## config.mk

```make
export PLATFORM = sky130hd
export DESIGN_NAME = clk_accuracy_mon
export DESIGN_NICKNAME = d
export VERILOG_FILES = /design/src/rtl/clk_accuracy_mon.sv
export SDC_FILE = /design/constraint.sdc
export NUM_CORES = 1
export LEC_CHECK = 0
export BUFFER_PORTS_ARGS = -buffer_cell sky130_fd_sc_hd__buf_2
export CAP_MARGIN = 20
export CORE_ASPECT_RATIO = 1.5
export CORE_UTILIZATION = 43
export DETAILED_ROUTE_END_ITERATION = 16
export GPL_TIMING_DRIVEN = 0
export HOLD_SLACK_MARGIN = 0.08
export PLACE_DENSITY = 0.56
export RECOVER_POWER = 25
export SLEW_MARGIN = 20
export SYNTH_ARGS = -nofsm -noshare
export SYNTH_HDL_FRONTEND = slang
export SYNTH_SLANG_ARGS = --single-unit
```

## constraint.sdc

```tcl
create_clock -name clk -period 3.1 [get_ports clk]
set_clock_uncertainty 0.2 [all_clocks]
set_input_delay 0.155 -clock clk [delete_from_list [all_inputs] [get_ports clk]]
set_output_delay 0.155 -clock clk [all_outputs]
set_load 0.005 [all_outputs]
```

## src/rtl/clk_accuracy_mon.sv

```systemverilog
module clk_accuracy_mon #(
  parameter int CNT_W  = 16,
  parameter int NSRC   = 8,
  parameter int RDIV_W = 13
) (
  input  logic       clk,
  input  logic       rst_n,
  input  logic [3:0] bus_addr,
  input  logic       bus_wr,
  input  logic [7:0] bus_wdata,
  output logic [7:0] bus_rdata,
  input  logic [NSRC-1:0] src_tick,
  input  logic       ref_pin,
  output logic       irq_freq_err,
  output logic       irq_meas_end,
  output logic       irq_overflow
);

  localparam int SEL_W = $clog2(NSRC);

  logic             run;
  logic             pin_en;
  logic [SEL_W-1:0] tsel;
  logic [1:0]       tdiv, esel;
  logic             ref_int;
  logic [SEL_W-1:0] rsel;
  logic [1:0]       rdiv, fsel;
  logic [2:0]       ie;
  logic             f_err, f_end, f_ovf;
  logic [CNT_W-1:0] upper, lower, cap, cnt;
  logic             armed;

  logic [4:0]        pre_cnt;
  logic [3:0]        fs_cnt;
  logic [RDIV_W-1:0] rdv_cnt;
  logic              ps1, ps2;
  logic [1:0]        smp;
  logic              flt, prev;

  logic wr0, wr1, wr2, wr3;
  assign wr0 = bus_wr && bus_addr == 4'd0;
  assign wr1 = bus_wr && bus_addr == 4'd1;
  assign wr2 = bus_wr && bus_addr == 4'd2;
  assign wr3 = bus_wr && bus_addr == 4'd3;

  // target tick and prescaler
  logic       t_ok, r_ok, tgt_tick, rsrc_tick, cnt_tick;
  logic [4:0] pre_lim;
  assign t_ok      = tsel != SEL_W'(1) && tsel != SEL_W'(7);
  assign r_ok      = rsel != SEL_W'(1) && rsel != SEL_W'(7);
  assign tgt_tick  = t_ok && src_tick[tsel];
  assign rsrc_tick = r_ok && src_tick[rsel];
  always_comb begin
    case (tdiv)
      2'd0:    pre_lim = 5'd0;
      2'd1:    pre_lim = 5'd3;
      2'd2:    pre_lim = 5'd7;
      default: pre_lim = 5'd31;
    endcase
  end
  assign cnt_tick = tgt_tick && pre_cnt == pre_lim;

  // internal reference square wave
  logic int_lvl;
  always_comb begin
    case (rdiv)
      2'd0:    int_lvl = rdv_cnt[4];
      2'd1:    int_lvl = rdv_cnt[6];
      2'd2:    int_lvl = rdv_cnt[9];
      default: int_lvl = rdv_cnt[12];
    endcase
  end

  // reference selection, filter, edge detection
  logic       raw, lvl, samp, edge_ok;
  logic [3:0] fs_lim;
  assign raw = ref_int ? int_lvl : (ps2 & pin_en);
  always_comb begin
    case (fsel)
      2'd2:    fs_lim = 4'd3;
      2'd3:    fs_lim = 4'd15;
      default: fs_lim = 4'd0;
    endcase
  end
  assign samp = cnt_tick && fs_cnt == fs_lim;
  assign lvl  = (fsel == 2'd0) ? raw : flt;
  always_comb begin
    case (esel)
      2'd0:    edge_ok = lvl & ~prev;
      2'd1:    edge_ok = ~lvl & prev;
      2'd2:    edge_ok = lvl ^ prev;
      default: edge_ok = 1'b0;
    endcase
  end

  logic cap_ev, ovf_ev, err_ev;
  assign cap_ev = run && armed && edge_ok;
  assign ovf_ev = run && armed && !edge_ok && cnt_tick && cnt == '1;
  assign err_ev = cap_ev && (cnt > upper || cnt < lower);

  always_ff @(posedge clk or negedge rst_n) begin
    if (!rst_n) begin
      run <= 1'b0;
      {esel, tdiv, tsel, pin_en} <= '0;
      {fsel, rdiv, rsel, ref_int} <= '0;
      ie <= '0;
      upper <= '0;
      lower <= '0;
    end else begin
      if (wr0) run <= bus_wdata[0];
      if (wr1) {esel, tdiv, tsel, pin_en} <= bus_wdata;
      if (wr2) {fsel, rdiv, rsel, ref_int} <= bus_wdata;
      if (wr3) ie <= bus_wdata[2:0];
      if (bus_wr && bus_addr == 4'd6) upper[7:0]  <= bus_wdata;
      if (bus_wr && bus_addr == 4'd7) upper[15:8] <= bus_wdata;
      if (bus_wr && bus_addr == 4'd8) lower[7:0]  <= bus_wdata;
      if (bus_wr && bus_addr == 4'd9) lower[15:8] <= bus_wdata;
    end
  end

  always_ff @(posedge clk or negedge rst_n) begin
    if (!rst_n) begin
      pre_cnt <= '0;
      fs_cnt  <= '0;
      rdv_cnt <= '0;
      ps1 <= 1'b0;
      ps2 <= 1'b0;
      smp <= '0;
      flt <= 1'b0;
      prev <= 1'b0;
    end else begin
      ps1  <= ref_pin;
      ps2  <= ps1;
      prev <= lvl;
      if (rsrc_tick) rdv_cnt <= rdv_cnt + 1'b1;
      if (!run || edge_ok) pre_cnt <= '0;
      else if (tgt_tick) pre_cnt <= (pre_cnt == pre_lim) ? 5'd0 : pre_cnt + 5'd1;
      if (cnt_tick) fs_cnt <= (fs_cnt >= fs_lim) ? 4'd0 : fs_cnt + 4'd1;
      if (samp) begin
        smp <= {smp[0], raw};
        if (smp == {raw, raw}) flt <= raw;
      end
    end
  end

  always_ff @(posedge clk or negedge rst_n) begin
    if (!rst_n) begin
      cnt   <= '0;
      armed <= 1'b0;
      cap   <= '0;
      f_err <= 1'b0;
      f_end <= 1'b0;
      f_ovf <= 1'b0;
    end else begin
      if (!run) begin
        cnt   <= '0;
        armed <= 1'b0;
      end else if (edge_ok) begin
        cnt   <= '0;
        armed <= 1'b1;
      end else if (armed && cnt_tick) begin
        cnt <= cnt + 1'b1;
      end
      if (cap_ev) cap <= cnt;
      if (err_ev) f_err <= 1'b1;
      else if (wr3 && bus_wdata[4]) f_err <= 1'b0;
      if (cap_ev) f_end <= 1'b1;
      else if (wr3 && bus_wdata[5]) f_end <= 1'b0;
      if (ovf_ev) f_ovf <= 1'b1;
      else if (wr3 && bus_wdata[6]) f_ovf <= 1'b0;
    end
  end

  always_comb begin
    case (bus_addr)
      4'd0:    bus_rdata = {7'd0, run};
      4'd1:    bus_rdata = {esel, tdiv, tsel, pin_en};
      4'd2:    bus_rdata = {fsel, rdiv, rsel, ref_int};
      4'd3:    bus_rdata = {5'd0, ie};
      4'd4:    bus_rdata = {5'd0, f_ovf, f_end, f_err};
      4'd6:    bus_rdata = upper[7:0];
      4'd7:    bus_rdata = upper[15:8];
      4'd8:    bus_rdata = lower[7:0];
      4'd9:    bus_rdata = lower[15:8];
      4'd10:   bus_rdata = cap[7:0];
      4'd11:   bus_rdata = cap[15:8];
      default: bus_rdata = 8'd0;
    endcase
  end

  assign irq_freq_err = f_err & ie[0];
  assign irq_meas_end = f_end & ie[1];
  assign irq_overflow = f_ovf & ie[2];

  assert_stopped_clear_R3: assert property (@(posedge clk) disable iff (!rst_n)
    !run |=> (cnt == '0 && !armed));
  assert_end_after_edge_R8: assert property (@(posedge clk) disable iff (!rst_n)
    $rose(f_end) |-> $past(run && armed && edge_ok));
  assert_cap_only_on_edge_R8: assert property (@(posedge clk) disable iff (!rst_n)
    !$stable(cap) |-> $past(run && armed && edge_ok));
  assert_err_after_capture_R9: assert property (@(posedge clk) disable iff (!rst_n)
    $rose(f_err) |-> $past(armed && edge_ok));
  assert_no_overflow_R10: assert property (@(posedge clk) disable iff (!rst_n)
    $rose(f_ovf) |-> $past(cnt) == '1);
  assert_prohibited_target_R13: assert property (@(posedge clk) disable iff (!rst_n)
    (run && !t_ok && !edge_ok) |=> $stable(cnt));

endmodule

```

======== Yosys cells after proc, flatten, opt, wreduce, memory -nomap -nowiden ========
Index checks and enable logic that the tools add are counted.
word-level totals
  bits in registers ....................... 116
  bits of input ports ..................... 24
  output and inout port bits .............. 11
  word-level logic and storage cells ...... 138
operators by class
  add/subtract/negate cells ............... 4
  $lt $le $gt $ge ......................... 5
  eq/ne operators ......................... 28
  muxes and demuxes ....................... 26
  bitwise operators ....................... 9
  reductions and logical operators ........ 38
operator list
  cell                                                                   count
  8-bit case mux with 11 select lines                                    1
  16-bit 2-to-1 mux                                                      3
  1-bit logical AND                                                      24
  16-bit by 1-bit adder with 16-bit output (second input constant)       1
  16-bit == test (second input constant)                                 1
  4-bit == test (second input constant)                                  4
  16-bit > comparator                                                    1
  16-bit < comparator                                                    1
  5-bit 2-to-1 mux                                                       3
  5-bit case mux with 3 select lines                                     1
  13-bit by 1-bit adder with 13-bit output (second input constant)       1
  4-bit by 3-bit == test with 1-bit output (second input constant)       3
  1-bit 2-to-1 mux                                                       12
  2-bit == test (second input constant)                                  5
  3-bit by 1-bit != test with 1-bit output (second input constant)       3
  4-bit by 2-bit == test with 1-bit output (second input constant)       2
  2-bit zero test                                                        4
  3-bit by 4-bit < comparator with 1-bit output (second input constant)  2
  4-bit case mux with 2 select lines                                     1
  2-bit nonzero test                                                     4
  1-bit AND                                                              6
  1-bit binary-select mux with 3-bit select                              2
  2-bit by 1-bit == test with 1-bit output (second input constant)       3
  3-bit != test (second input constant)                                  2
  16 further kinds                                                       20

======== Logic depth before layout (Yosys ltp) ========
  depth in word-level cells ............... 12
  mapped depth ............................ 10
  depth with buffers taken out ............ 9

======== Worst setup path after synthesis ========
Ideal clock, no wire load.
  path kind ............................... reg-to-reg
  start ................................... register rdiv[0]
  end ..................................... register cap[10]
  setup time .............................. 0.125 ns
  arrival time ............................ 2.453 ns
  data required time ...................... 2.775 ns
  setup slack ............................. 0.322 ns
  stages on the path, launching flop included .. 11
  buffers on the path ..................... 1
  cell sequence ........................... dfrtp_1 mux4_2 a21oi_2 a21oi_1 ha_1 inv_1 mux2i_1 o22ai_2 nand3_2 buf_2 mux2_2
on the way
  word-level cells in the longest chain between the ends .. 8
  elaborated cells on any way between the ends .. 12
RTL lines
  what                                         RTL line  RTL
  start: declaration                           27        logic [1:0] rdiv, fsel;
  start signal: assignment                     112       if (wr2) {fsel, rdiv, rsel, ref_int} <= bus_wdata;
  2-bit == test, or another cell as far along  66        case (rdiv)
  1-bit case mux with 3 select lines *         66
  1-bit 2-to-1 mux *                           77        assign raw = ref_int ? int_lvl : (ps2 & pin_en);
  1-bit 2-to-1 mux *                           86        assign lvl = (fsel == 2'd0) ? raw : flt;
  1-bit NOT                                    90        2'd1: edge_ok = ~lvl & prev;
  1-bit AND                                    90
  1-bit case mux with 3 select lines *         88        case (esel)
  1-bit logical AND *                          97        assign cap_ev = run && armed && edge_ok;
  end signal: assignment                       164       if (cap_ev) cap <= cnt;
  end: declaration                             30        logic [CNT_W-1:0] upper, lower, cap, cnt;
Mark *: on every way between the ends. The rest lies on a longest branch, timed or not.
A chain may end at the register's enable or synchronous reset.

======== Final worst setup path ========
  start ................................... register rdiv[0]
  end ..................................... register cap[7]
Same word-level chain as after synthesis.

==> key figures <==
Placement
  – # port buffers: 30
  – Placed instance area: 6910 sq um
  – Gpl congestion: 0.917
  – Detail Placement HPWL: 13600 um

Synthesis
  – Synth Warn #: 0
  – Main area contributors after synthesis: dfrtp_1 45%, mux2_2 8.2%, ha_1 7.7%
  – Avg Inst Size Synth: 10.3 sq um
  – Cell taking the most area after synthesis: dfrtp_1
  – Sequential area share after synthesis: 44.8%
  – Synthesized Nets: 696
  – Yosys top cell area share: 44.8%
  – FFs w/ async S/R, synth: 100%
  – EDFF count, synth: 0
  – Unique masters post-synth: 60
  – Post-Synthesis Cells: 632
  – Main flop type after synthesis: dfrtp_1
  – Yosys reg bits: 116
  – Cell Area, Synth: 6480 sq um

Critical path
  – Worst Path Max Fanout: 5
  – CP arrival: 3.09 ns
  – CP Capture Type: flip-flop
  – Crit-path leading delay family: multiplexers
  – Buf/Inv on CP: 3
  – Worst r2r path cells: 11
  – Worst reg2reg startpoint: rdiv[0]
  – Setup CP Type: flip-flop to flip-flop
  – Logic depth of the worst setup path including buffers: 11
  – RR Endpoint: cap[7]
  – CP startpoint kind: flip-flop
  – Crit path largest cell delay: 0.54 ns
  – Critical path, cell by cell: mux4_2 > a21oi_4 > a21oi_1 > ha_1 > inv_1 > mux2i_1 > o22ai_2 > buf_4 > nand3_4 > buf_4 > mux2_2
  – WP data required: 3.20 ns
  – Internal reg-to-reg setup slack: 0.11 ns
  – Most used cell along the critical path: buf_4
  – CP max stage cell: mux4_2

STA
  – Minimum clock period: 2.99 ns
  – Setup-failing EPs final: 0
  – Worst Tran Pin Value: 1.43 ns
  – Slew Viols, Final: 0
  – Final Hold Vio Count: 0
  – Max_slew headroom: 4.41%
  – Final hold slack: 0.135 ns
  – RSZ-0062 raised after global routing: yes
  – Period utilisation layout: 96.5%
  – Fmax: 0.334 GHz

Detailed routing
  – Routed wire per std cell: 19.9 um
  – Routed wire length: 18200 um
  – Remaining antenna violation count: 0
  – Initial drt markers: 229
  – Vias: 5152
  – Pre-antenna DRT Iters: 4
  – Routed vias/inst: 5.66
  – Residual DRC: 0

Clock tree
  – Clock Latency Late Sink: 0.42 ns
  – Reg clk slew, reported paths: 0.06 ns
  – TritonCTS Buffers: 17
  – Clock sink count: 116
  – H-tree depth: 4
  – CTS tree: done
  – Clk buf depth: 2
  – CTS root buf: clkbuf_16

Power
  – Largest vdd supply drop: 358 uV
  – Tot Pwr: 5.21 mW
  – Pwr Density: 678 nW/um^2
  – Leakage: 3.53 nW

Global routing
  – Gr usage total: 25.0%
  – Vias in the first global route: 5508
  – Antenna violations before repair: 0
  – Pin count of the biggest net entering global routing: 62
  – First-pass GRT wire length: 28800 um
  – GRT overflow: 0

Cells and area
  – Area growth from synthesis to layout: 18.6%
  – Nets@finish: 766
  – Register area: 2900 sq um
  – Layout cells sized above 1: 20.7%
  – Ant. Diodes: 0
  – Final-layout fill cell count: 1392
  – Final instance area: 7690 sq um
  – Multi-input logic area: 3330 sq um

Floorplan
  – Die span in y: 152 um
  – Die width: 102 um
  – IO Count: 35
  – Site Rows: 54
  – Effective utilization at floorplan: 44.2%
  – Core Area: 14700 sq um
  – Die area: 15600 sq um

Min path
  – End of the worst hold path: rdv_cnt[0]
  – Critical hold path startpoint: src_tick[3]
  – HP Class: primary input to flip-flop
  – Worst hold stages: 4

Job
  – Max Cap Viol: 0

Run status
  – Outcome: finished, final reports clean
-- cells in the mapped netlist (8+ instances only) --
cell type  count
dfrtp_1      116
nand2_1       73
mux2_2        47
inv_1         43
o21ai_0       41
ha_1          40
nor2_1        39
a21oi_1       24
nand3_1       22
xnor2_1       19
clkbuf_1      18
mux2i_1       16
nand4_1       13
mux4_2         8
xor2_1         8
-- report_power, final --
| group | total, mW | switching [mW] | internal [mW] | leakage, nW |
|---|---|---|---|---|
| sequential | 2.04 | 0.257 | 1.79 | 1.49 |
| clock | 1.96 | 0.753 | 1.21 | 0.279 |
| combinational | 1.21 | 0.658 | 0.549 | 1.75 |
-- routing by layer --
layer / vias up / global-route usage [%] / wire length [um]
met5: - / 0 / 0
met3: 59 / 4.82 / 662
li1: 2386 / - / -
met2: 126 / 44.5 / 9630
met1: 2581 / 27.4 / 7070
met4: 0 / 13.4 / 789
-- flip-flops by register name, indices dropped and copies added, names as in the netlist, 2 cells and up --
name,count
fsel,2
cnt,16
rsel,3
smp,2
esel,2
tdiv,2
pre_cnt,5
ie,3
lower,16
rdiv,2
upper,16
rdv_cnt,13
fs_cnt,4
cap,16
tsel,3
-- area by class of cell --
class                           count  area share [%]
Tap cell                          196            3.19
Multi-Input combinational cell    450            43.3
Inverter                           43            2.10
Clock inverter                     14            1.98
Sequential cell                   116            37.7
Clock buffer                       18            5.71
Timing Repair Buffer               51            4.46
Buffer                             23            1.53
-- logic make-up (layout without fill, tap and decap cells) --
group                    Yosys count  after routing  synth area share [%]
multiplexers                      71             71                  13.4
AO/OA/AOI/OAI                    110            110                  10.8
AND/OR/NAND/NOR                  202            202                  15.6
buffers and inverters             66            149                  4.09
adder cells (fa/ha/maj)           40             40                  7.72
flip-flops                       116            116                  44.8
XOR/XNOR                          27             27                  3.65
-- worst min-delay path, delay by kind of cell --
kind	cells	cell delay, ns
buffers and inverters	1	0.11
XOR/XNOR	1	0.09
multiplexers	1	0.30
AND/OR/NAND/NOR	1	0.05
-- worst max-delay path by stage --
stage              end  startpoint
3_5_place_dp   cap[14]     rdiv[0]
4_1_cts         cnt[3]     rdiv[0]
5_1_grt         cap[0]     rdiv[0]
6_report        cap[7]     rdiv[0]
3_3_place_gp   cap[14]     rdiv[0]
2_1_floorplan  cap[10]     rdiv[0]
-- through the flow --
stage               utilization [%]  setup TNS, ns  cells  setup slack, ns
floorplan                         -              0    632            0.322
global placement               46.9          -3.91    858           -0.268
detailed placement             47.1          -5.80    859           -0.344
CTS                            52.5              0    908           0.0306
global route                   52.5        -0.0417    911          -0.0116
finish                         52.5              0    911            0.108
-- timing repair --
item / 4_1_cts / 5_1_grt
resized for setup: 7 / 2
hold buffers: 14 / 0
setup endpoints to repair: 28 / 35
setup buffers: 3 / 3
pin swaps: 1 / 1
hold endpoints to repair: 172 / 0
-- cells in the final DEF, fill, tap and decap left out, types with 8 or more instances in the layout --
| master | instances |
|---|---|
| inv_1 | 43 |
| xor2_1 | 8 |
| dlygate4sd3_1 | 14 |
| ha_1 | 40 |
| mux2i_1 | 16 |
| nand4_1 | 13 |
| nand3_1 | 22 |
| clkbuf_16 | 17 |
| nand2_1 | 73 |
| mux2_2 | 47 |
| nor2_1 | 39 |
| buf_2 | 30 |
| mux4_2 | 8 |
| dfrtp_1 | 116 |
| o21ai_0 | 41 |
| clkbuf_1 | 17 |
| xnor2_1 | 19 |
| a21oi_1 | 24 |
Note: power is estimated with default switching activity, not from simulation.
